$ cat config.mk
export PLATFORM = sky130hd
export DESIGN_NAME = pfetch_seq
export DESIGN_NICKNAME = d
export VERILOG_FILES = /design/src/rtl/pfetch_pkg.sv /design/src/rtl/pfetch_detect.sv /design/src/rtl/pfetch_ctrl.sv /design/src/rtl/pfetch_hold.sv /design/src/rtl/pfetch_seq.sv
export SDC_FILE = /design/constraint.sdc
export NUM_CORES = 1
export LEC_CHECK = 0
export ABC_AREA = 1
export BUFFER_PORTS_ARGS = -buffer_cell sky130_fd_sc_hd__buf_2
export CAP_MARGIN = 20
export CORE_ASPECT_RATIO = 0.5
export CORE_MARGIN = 4
export CORE_UTILIZATION = 25
export DETAILED_ROUTE_END_ITERATION = 12
export SYNTH_ARGS = -nofsm -noshare
export SYNTH_HDL_FRONTEND = slang
export SYNTH_SLANG_ARGS = --single-unit
export TNS_END_PERCENT = 50
$ cat constraint.sdc
create_clock -name clk -period 3.75 [get_ports clk]
set_input_delay 0.5625 -clock clk [delete_from_list [all_inputs] [get_ports clk]]
set_output_delay 0.5625 -clock clk [all_outputs]
set_load 0.02 [all_outputs]
$ cat src/rtl/pfetch_pkg.sv
package pfetch_pkg;

    localparam int WORD_W     = 32;
    localparam int OPC_W      = 6;
    localparam int PREFIX_OPC = 1;

    typedef enum logic [1:0] {
        ST_IDLE,
        ST_READ_FIRST,
        ST_READ_SECOND,
        ST_HANDOFF
    } fetch_state_e;

    // Convert a big-endian bit number into a little-endian bit index.
    function automatic int msb0_to_lsb(input int pos);
        return WORD_W - 1 - pos;
    endfunction

endpackage

$ cat src/rtl/pfetch_detect.sv
module pfetch_detect
    import pfetch_pkg::*;
(
    input  logic [WORD_W-1:0] word,
    output logic              is_prefix
);
    localparam int OPC_TOP = msb0_to_lsb(0);

    logic [OPC_W-1:0] opcode;

    always_comb begin
        opcode    = word[OPC_TOP -: OPC_W];
        is_prefix = (opcode == OPC_W'(PREFIX_OPC));
    end
endmodule

$ cat src/rtl/pfetch_ctrl.sv
module pfetch_ctrl
    import pfetch_pkg::*;
#(
    parameter int ADDR_W     = 32,
    parameter int INSN_BYTES = 4
) (
    input  logic              clk,
    input  logic              rst,
    input  logic              fetch_start,
    input  logic [ADDR_W-1:0] pc_in,
    input  logic              mem_ack,
    input  logic              first_is_prefix,
    input  logic              out_ready,
    output logic              mem_req,
    output logic [ADDR_W-1:0] mem_addr,
    output logic [ADDR_W-1:0] pc_q,
    output logic              load_plain,
    output logic              load_prefix,
    output logic              load_suffix,
    output logic              out_valid,
    output logic              release_now
);
    localparam logic [ADDR_W-1:0] STEP = ADDR_W'(INSN_BYTES);

    fetch_state_e state_q;

    always_ff @(posedge clk) begin
        if (rst) begin
            state_q <= ST_IDLE;
            pc_q    <= '0;
        end else begin
            unique case (state_q)
                ST_IDLE: if (fetch_start) begin
                    pc_q    <= pc_in;
                    state_q <= ST_READ_FIRST;
                end
                ST_READ_FIRST: if (mem_ack)
                    state_q <= first_is_prefix ? ST_READ_SECOND : ST_HANDOFF;
                ST_READ_SECOND: if (mem_ack)
                    state_q <= ST_HANDOFF;
                ST_HANDOFF: if (out_ready)
                    state_q <= ST_IDLE;
                default: state_q <= ST_IDLE;
            endcase
        end
    end

    always_comb begin
        mem_req     = (state_q == ST_READ_FIRST) || (state_q == ST_READ_SECOND);
        mem_addr    = (state_q == ST_READ_SECOND) ? pc_q + STEP : pc_q;
        load_plain  = (state_q == ST_READ_FIRST) && mem_ack && !first_is_prefix;
        load_prefix = (state_q == ST_READ_FIRST) && mem_ack && first_is_prefix;
        load_suffix = (state_q == ST_READ_SECOND) && mem_ack;
        out_valid   = (state_q == ST_HANDOFF);
        release_now = out_valid && out_ready;
    end


    req_hold_chk: assert property (@(posedge clk) disable iff (rst)
        (mem_req && !mem_ack) |=> (mem_req && $stable(mem_addr)));


    second_read_chk: assert property (@(posedge clk) disable iff (rst)
        load_prefix |=> (mem_req && mem_addr == $past(mem_addr) + STEP));
endmodule

$ cat src/rtl/pfetch_hold.sv
module pfetch_hold
    import pfetch_pkg::*;
#(
    parameter int ADDR_W     = 32,
    parameter int RM_W       = 24,
    parameter int INSN_BYTES = 4
) (
    input  logic              clk,
    input  logic              rst,
    input  logic [WORD_W-1:0] word,
    input  logic [ADDR_W-1:0] pc_q,
    input  logic              load_plain,
    input  logic              load_prefix,
    input  logic              load_suffix,
    input  logic              valid,
    input  logic              release_now,
    output logic [WORD_W-1:0] insn,
    output logic              is_prefixed,
    output logic [RM_W-1:0]   prefix_rm,
    output logic [ADDR_W-1:0] next_pc
);
    localparam logic [ADDR_W-1:0] STEP1 = ADDR_W'(INSN_BYTES);
    localparam logic [ADDR_W-1:0] STEP2 = ADDR_W'(2 * INSN_BYTES);

    always_ff @(posedge clk) begin
        if (rst || release_now) begin
            insn        <= '0;
            is_prefixed <= 1'b0;
            prefix_rm   <= '0;
            next_pc     <= '0;
        end else if (load_plain) begin
            insn        <= word;
            is_prefixed <= 1'b0;
            prefix_rm   <= '0;
            next_pc     <= pc_q + STEP1;
        end else if (load_prefix) begin
            prefix_rm   <= word[RM_W-1:0];
        end else if (load_suffix) begin
            insn        <= word;
            is_prefixed <= 1'b1;
            next_pc     <= pc_q + STEP2;
        end
    end


    rm_clear_chk: assert property (@(posedge clk) disable iff (rst)
        (valid && !is_prefixed) |-> (prefix_rm == '0));


    hold_stable_chk: assert property (@(posedge clk) disable iff (rst)
        (valid && !release_now) |=> (valid && $stable(insn) && $stable(is_prefixed)
                                     && $stable(prefix_rm) && $stable(next_pc)));


    release_chk: assert property (@(posedge clk) disable iff (rst)
        release_now |=> (!valid && insn == '0 && !is_prefixed
                         && prefix_rm == '0 && next_pc == '0));
endmodule

$ cat src/rtl/pfetch_seq.sv
module pfetch_seq
    import pfetch_pkg::*;
#(
    parameter int ADDR_W     = 32,
    parameter int RM_W       = 24,
    parameter int INSN_BYTES = 4
) (
    input  logic              clk,
    input  logic              rst,
    input  logic              fetch_start,
    input  logic [ADDR_W-1:0] pc_in,
    output logic              mem_req,
    output logic [ADDR_W-1:0] mem_addr,
    input  logic              mem_ack,
    input  logic [WORD_W-1:0] mem_rdata,
    output logic              out_valid,
    input  logic              out_ready,
    output logic [WORD_W-1:0] insn,
    output logic              is_prefixed,
    output logic [RM_W-1:0]   prefix_rm,
    output logic [ADDR_W-1:0] next_pc
);
    logic              word_is_prefix;
    logic [ADDR_W-1:0] pc_q;
    logic              load_plain;
    logic              load_prefix;
    logic              load_suffix;
    logic              release_now;

    pfetch_detect u_detect (
        .word      (mem_rdata),
        .is_prefix (word_is_prefix)
    );

    pfetch_ctrl #(
        .ADDR_W     (ADDR_W),
        .INSN_BYTES (INSN_BYTES)
    ) u_ctrl (
        .clk             (clk),
        .rst             (rst),
        .fetch_start     (fetch_start),
        .pc_in           (pc_in),
        .mem_ack         (mem_ack),
        .first_is_prefix (word_is_prefix),
        .out_ready       (out_ready),
        .mem_req         (mem_req),
        .mem_addr        (mem_addr),
        .pc_q            (pc_q),
        .load_plain      (load_plain),
        .load_prefix     (load_prefix),
        .load_suffix     (load_suffix),
        .out_valid       (out_valid),
        .release_now     (release_now)
    );

    pfetch_hold #(
        .ADDR_W     (ADDR_W),
        .RM_W       (RM_W),
        .INSN_BYTES (INSN_BYTES)
    ) u_hold (
        .clk         (clk),
        .rst         (rst),
        .word        (mem_rdata),
        .pc_q        (pc_q),
        .load_plain  (load_plain),
        .load_prefix (load_prefix),
        .load_suffix (load_suffix),
        .valid       (out_valid),
        .release_now (release_now),
        .insn        (insn),
        .is_prefixed (is_prefixed),
        .prefix_rm   (prefix_rm),
        .next_pc     (next_pc)
    );
endmodule

==> summary.md, run 1 <==
| Metric | Value |
|---|---|
| Cts repair resizes | `0` |
| Die height | `120 um` |
| Initial DRC Count | `504` |
| Worst-margin pin slew | `0.924 ns` |
| Setup bufs post-CTS | `0` |
| Min-Delay Path Class | `in -> reg` |
| Largest net degree at the start of global routing | `47` |
| Slew margin rel. | `38.4%` |
| DRT Wirelength | `23,300 um` |
| Number of H-tree levels | `4` |
| Core ar. | `24,400 um^2` |
| DIE WIDTH | `233 um` |
| Wire per inst | `15.8 um` |
| CTS clk-pin slew, worst paths | `0.06 ns` |
| Post-synthesis sequential area ratio | `39.0%` |
| Synth top area share | `39.0%` |
| Setup slack, reg-to-reg | `1.18 ns` |
| Most used DFF post-synth | `dfxtp_1` |
| Final nets | `1,199` |
| Port bufs | `191` |
| Hold Fails Final Rpt | `0` |
| Gpl congestion | `0.915` |
| Hold Buf Count CTS | `0` |
| CP Data Arrival Time | `2.65 ns` |
| Fin Clk Skew | `0.0123 ns` |
| Crit Reg-Reg Endpoint | `u_hold.next_pc[24]$_SDFFE_PP0P_` |
| DR vias/cell | `4.64` |
| Hold Path End | `u_hold.insn[24]$_SDFFE_PP0P_` |
| Crit path time final | `3.21 ns` |
| Number of synthesis warnings | `0` |
| Vias | `6,823` |
| Overall routing resource usage | `16.4%` |
| Detail Route Antenna Nets | `0` |
| Max Clk Rate | `311 MHz` |
| Initial core utilization | `25.8%` |
| Dominant cell by count in the synthesized netlist | `nand2_1` |
| Final Max Slew Viols | `0` |
| Post-synth cell types | `32` |
| Global-route wire length before repair | `36,400 um` |
| Clock root buffer | `clkbuf_16` |
| Final period utilization | `85.7%` |
| Startpoint Class | `flop` |
| Worst endpoint required time | `3.19 ns` |
| Hold Startpoint | `mem_rdata[24]` |
| Commonest cells in the netlist | `nand2_1 (228), nor2_1 (143), dfxtp_1 (123)` |
| Crit-path max FO | `23` |
| Syn Std Cell Area | `6310 um^2` |
| Leak | `0.00394 uW` |
| Initial DRT Pass Iterations | `5` |
| Vias in the first global route | `6,629` |
| PwrDens | `741 nW/um^2` |
| GRT overflow | `0` |
| Total die area | `28,000 um^2` |
| Mapped Nets | `1,030` |
| Post-synth EDFFs | `0` |
| Synth area leader | `dfxtp_1` |
| Max VDD drop | `0.000323 V` |
| Worst r2r path cells | `10` |
| Clock Path Buffers | `2` |
| CTS tree | `yes` |
| CTS Buf Count | `17` |
| Antenna diodes | `0` |
| Initial antenna violation count | `1` |
| Worst-skew pair later-pin latency | `0.43 ns` |
| Syn Area/Cell | `6.61 um^2` |
| Layout cells sized above 1 | `22.6%` |
| Max Cap Viol | `0` |
| Ys async rst share | `0%` |
| Post-detail-place hpwl | `17,100 um` |
| # DRC | `0` |
| Setup TNS Final | `0 ns` |
| Area contributors post-synth | `dfxtp_1 (39%), nand2_1 (14%), nor2_1 (8.5%), o21ai_0 (7.4%), nand3_1 (6.6%)` |
| Setup CP Type | `reg -> out` |
| Worst setup margin | `0.536 ns` |
| Mapped Cells | `954` |
| Rows | `40` |
| Crit end category | `primary output` |
| Hold path depth | `3` |
| RSZ-0062 raised after global routing | `no` |
| Layout area overhead | `29.3%` |
| Reg-to-Reg Start | `u_ctrl.state_q[0]$_SDFFE_PP0P_` |
| Sink Count | `123` |
| Yosys reg bits | `123` |
| Num ports | `192` |
| Pre-CTS setup slack | `1.03 ns` |
| Status | `complete, no violations` |
| Total Power | `6050 uW` |
| Final Setup Violations | `0` |
[state kept, by name, indices dropped and copies added, names as in the netlist]
signal,flops
u_hold.is_prefixed,1
u_ctrl.state_q,2
u_hold.next_pc,32
u_hold.insn,32
u_ctrl.pc_q,32
u_hold.prefix_rm,24
[layout make-up]
| cell class | instances | area, um^2 |
|---|---|---|
| fillers | 2653 | 16300 |
| multi-input cells | 686 | 3270 |
| flip-flops and latches | 123 | 2460 |
| repair buffers | 200 | 1020 |
| clock buffers | 18 | 439 |
| well taps | 336 | 420 |
| inverters | 95 | 357 |
| clock inverters | 14 | 193 |
[worst max-delay path, cell delays in order, from the launching register on]
cell     delay, ns
dfxtp_1       0.35
inv_1         0.12
ha_1          0.77
nand2_1       0.34
nor2_1        0.20
xor2_1        0.23
buf_2         0.21
[placed cells by master (no fill, tap or decap), types with 2 or more instances in the layout]
cell        count
inv_1          92
nand2_1       227
clkinv_2        3
inv_2           2
buf_2         191
buf_4           9
nor2_2          9
clkinv_4        2
ha_1            7
clkbuf_16      17
a31oi_1         4
o211ai_1        4
o21bai_1        4
nand3_1        83
nor2_1        143
nand4_1         2
clkinvlp_4      3
a211oi_1       25
bufinv_16       4
o21ai_0        93
nor2_4          4
a21oi_1        45
dfxtp_1       123
nand2_2         7
inv_6           2
xor2_1         21
and2_1          2
[how the worst max path moves through the flow]
stage / start / endpoint / slack, ns / cells after the start
floorplan: u_ctrl.pc_q[4]$_SDFFE_PP0P_ / mem_addr[17] / 1.49 / 8
global placement: u_ctrl.state_q[0]$_SDFFE_PP0P_ / mem_addr[5] / 1.11 / 6
detailed placement: u_ctrl.state_q[0]$_SDFFE_PP0P_ / mem_addr[20] / 1.03 / 6
CTS: u_ctrl.state_q[0]$_SDFFE_PP0P_ / mem_addr[20] / 0.56 / 6
global route: u_ctrl.state_q[0]$_SDFFE_PP0P_ / mem_addr[5] / 0.40 / 6
finish: u_ctrl.state_q[0]$_SDFFE_PP0P_ / mem_addr[5] / 0.54 / 6
[report_power, final]
part	switching [uW]	internal (uW)
Sequential	282	1650
Combinational	1630	688
Clock	660	1130
Total	2570	3470
[routing by layer]
metal / part of all wire, % / track usage [%] / up-vias
li1: - / - / 3394
met1: 42 / 19.5 / 3173
met2: 49 / 28.6 / 207
met3: 5.2 / 3.63 / 47
met4: 3.4 / 7.27 / 2
met5: 0.056 / 0 / -
[kinds of logic after synthesis]
family,Yosys count,share of synthesized area (%)
compound gates,177,15.5
xor+xnor,22,3.05
fa+ha+maj,7,1.39
buf+inv,145,9.38
flops,123,39.0
simple gates,480,31.6
[metrics by stage]
| step | instance area, um^2 | instances | util [%] | hold slack, ns |
|---|---|---|---|---|
| 5_1_grt | 8160 | 1472 | 33.4 | 0.358 |
| 4_1_cts | 8160 | 1472 | 33.4 | 0.343 |
| 2_1_floorplan | 6310 | 954 | - | 0.459 |
| 6_report | 8160 | 1472 | 33.4 | 0.362 |
| 3_5_place_dp | 7530 | 1440 | 30.8 | 0.449 |
| 3_3_place_gp | 7530 | 1440 | 30.8 | 0.445 |
(Power assumes the default switching activity.)
==> inputs of run 2 (changes only) <==
--- a/config.mk
+++ b/config.mk
@@ -8,10 +8,10 @@
 export ABC_AREA = 1
 export BUFFER_PORTS_ARGS = -buffer_cell sky130_fd_sc_hd__buf_2
 export CAP_MARGIN = 20
-export CORE_ASPECT_RATIO = 0.5
 export CORE_MARGIN = 4
 export CORE_UTILIZATION = 25
 export DETAILED_ROUTE_END_ITERATION = 12
+export SETUP_SLACK_MARGIN = 0.4
 export SYNTH_ARGS = -nofsm -noshare
 export SYNTH_HDL_FRONTEND = slang
 export SYNTH_SLANG_ARGS = --single-unit
==> run 2 against run 1 <==
Against the previous run: final area is 0.81% lower; global-route usage is 0.30 points lower; critical path depth is 3 higher; sequential power hardly changed; utilization is 0.52 points lower; clock skew is 0.0037 ns lower; sequential share of layout area is 0.25 points higher; setup slack better by 0.028 ns; first-iteration DRC count is 22% lower; critical path type unchanged; die area is 0.55% lower.
==> summary.md, run 2 (synthesized netlist as in run 1, its figures left out) <==
| Metric | Value |
|---|---|
| Status | `complete, no violations` |
| Worst endpoint required time | `3.19 ns (about the same)` |
| Global-route wire length before repair | `35,600 um (-2.1%)` |
| Layout area overhead | `28.3%` |
| Design internal power | `3280 uW (-5.6%)` |
| Wire length on met2 | `10,500 um (-7.9%)` |
| Post-Layout Cell Count | `1,460 (-0.82%)` |
| Hold Fails Final Rpt | `0 (unchanged)` |
| Initial core utilization | `25.6% (-0.19 points)` |
| Setup bufs post-CTS | `0 (unchanged)` |
| Number of H-tree levels | `4 (unchanged)` |
| Final Setup Violations | `0 (unchanged)` |
| Hold Buf Count CTS | `0 (unchanged)` |
| DIE WIDTH | `167 um (-28%)` |
| Crit path buffers/inverters | `2 (unchanged)` |
| Crit end category | `primary output` |
| Initial DRC Count | `392 (-22%)` |
| Largest net degree at the start of global routing | `50 (+6.4%)` |
| Num ports | `192 (unchanged)` |
| Final period utilization | `85.0% (-0.74 points)` |
| Final hold slack | `0.365 ns (+0.00263 ns)` |
| Worst path top cell family by delay | `simple AND/OR/NAND/NOR gates` |
| Crit path time final | `3.19 ns (-0.0278 ns)` |
| CTS clk-pin slew, worst paths | `0.06 ns (about the same)` |
| Fill cells | `2,677 (+0.90%)` |
| Initial antenna violation count | `1 (unchanged)` |
| Die height | `167 um (+39%)` |
| Slew margin rel. | `40.8% (+2.5 points)` |
| Vias in the first global route | `6,217 (-6.2%)` |
| Fin Clk Skew | `0.00857 ns (-0.00369 ns)` |
| RSZ-0062 raised after global routing | `no` |
| DRT Wirelength | `23,100 um (-0.47%)` |
| PwrDens | `729 nW/um^2 (-1.6%)` |
| Wire per inst | `15.9 um (+0.35%)` |
| DR vias/cell | `4.55 (-1.9%)` |
| Commonest cells after routing, fill and taps aside | `nand2_1 (227), buf_2 (191), nor2_1 (143), dfxtp_1 (123), o21ai_0 (93)` |
| Clock share of power | `27.8% (-1.8 points)` |
| Met1 WL | `11,000 um (+12%)` |
| Post-detail-place hpwl | `17,100 um (about the same)` |
| Pre-CTS setup slack | `0.876 ns (-0.155 ns)` |
| Vias | `6,640 (-2.7%)` |
| CP max stage delay | `0.44 ns (-0.33 ns)` |
| Max VDD drop | `0.000281 V (-13%)` |
| Final Max Slew Viols | `0 (unchanged)` |
| Detail Route Antenna Nets | `0 (unchanged)` |
| Layout cells sized above 1 | `22.6% (about the same)` |
| Overall routing resource usage | `16.1% (-0.30 points)` |
| Min-Delay Path Class | `in -> reg` |
| Final nets | `1,198 (-0.083%)` |
| Setup TNS Final | `0 ns (unchanged)` |
| CP Data Arrival Time | `2.62 ns (-0.03 ns)` |
| Crit-path max FO | `9 (-61%)` |
| Core ar. | `24,600 um^2 (+0.74%)` |
| Top Layer Used | `met4` |
| Top flop regs | `u_ctrl.pc_q: 32 flops, u_hold.insn: 32 flops, u_hold.next_pc: 32 flops` |
| Total die area | `27,800 um^2 (-0.55%)` |
| Post-Place Cells | `1,427 (-0.90%)` |
| Part of the power in combinational logic | `39.6% (+1.2 points)` |
| CTS Buf Count | `17 (unchanged)` |
| GRT overflow | `0 (unchanged)` |
| Crit path cell chain | `ha_1 > inv_1 > nor2_2 > nand2_2 > nor2_4 > nand2_1 > nor2_1 > xor2_1 > buf_2` |
| Sink Count | `123 (unchanged)` |
| Max Clk Rate | `314 MHz (+0.87%)` |
| CTS tree | `yes` |
| Critical-path top delay cell | `dfxtp_1` |
| Clock root buffer | `clkbuf_16` |
| Leak | `0.00392 uW (-0.57%)` |
| Net Sw Frac | `44.5% (+1.9 points)` |
| Port bufs | `191 (unchanged)` |
| Rows | `57 (+43%)` |
| WL met3 | `1050 um (-13%)` |
| Worst-skew pair later-pin latency | `0.43 ns (about the same)` |
| Worst-margin pin slew | `0.887 ns (-0.0370 ns)` |
| Net Switching | `2630 uW (+2.0%)` |
| Max Cap Viol | `0 (unchanged)` |
| Most common cell after layout, fill and taps aside | `nand2_1` |
| Seq pwr share | `32.6% (+0.6 points)` |
| Setup CP Type | `reg -> out` |
| Worst setup margin | `0.563 ns (+0.0278 ns)` |
| Clock Path Buffers | `2 (unchanged)` |
| Startpoint Class | `flop` |
| Initial DRT Pass Iterations | `5 (unchanged)` |
| Gpl congestion | `0.843 (-7.8%)` |
| # DRC | `0 (unchanged)` |
run 2: power by group through the flow:
| stage | sequential (uW) | clock (uW) | combinational, uW |
|---|---|---|---|
| 2_1_floorplan | 2170 | 0 | 1250 |
| 3_3_place_gp | 1940 | 0 | 2340 |
| 3_5_place_dp | 1940 | 0 | 2350 |
| 4_1_cts | 1920 | 1670 | 2360 |
| 5_1_grt | 1970 | 1730 | 2570 |
| 6_report | 1920 | 1640 | 2340 |
run 2: timing repair:
item | 4_1_cts | 5_1_grt
resized for setup | 0 | 1
hold endpoints to repair | 0 | 0
setup endpoints to repair | 0 | 8
run 2: path summary, 6_finish.rpt:
check | end | cells after the start | slack, ns | from
worst min register to register | u_hold.prefix_rm[19]$_SDFFE_PP0P_ | 2 | 0.46 | u_hold.prefix_rm[19]$_SDFFE_PP0P_
worst max-delay path | mem_addr[17] | 9 | 0.56 | u_ctrl.pc_q[4]$_SDFFE_PP0P_
worst max register to register | u_hold.next_pc[9]$_SDFFE_PP0P_ | 9 | 1.01 | u_ctrl.state_q[1]$_SDFFE_PP0P_
worst min-delay path | u_hold.insn[24]$_SDFFE_PP0P_ | 3 | 0.36 | mem_rdata[24]
run 2: area by class of cell:
cell class | instances | area, um^2 | share of cell area (%)
Clock buffer | 17 | 425 | 5.26
Inverter | 95 | 357 | 4.41
Clock inverter | 15 | 158 | 1.95
Timing Repair Buffer | 199 | 1020 | 12.6
Sequential cell | 123 | 2460 | 30.4
Antenna cell | 1 | 2.50 | 0.0309
Multi-Input combinational cell | 686 | 3270 | 40.4
Tap cell | 324 | 405 | 5.01
run 2: tightest hold or removal path, delay by kind of cell:
kind / cells / cell delay, ns
simple gates: 2 / 0.11
buf+inv: 1 / 0.08
run 2: routing by layer:
layer | up-vias | track usage (%)
met2 | 187 | 25.4
met3 | 37 | 3.29
li1 | 3408 | -
met1 | 3008 | 21.7
met4 | 0 | 6.12
met5 | - | 0
run 2: stage by stage:
stage / power [uW] / cell area (um^2) / util, %
2_1_floorplan: 3430 / 6310 / -
3_3_place_gp: 4270 / 7510 / 30.5
3_5_place_dp: 4290 / 7510 / 30.5
4_1_cts: 5950 / 8090 / 32.9
5_1_grt: 6260 / 8090 / 32.9
6_report: 5900 / 8090 / 32.9
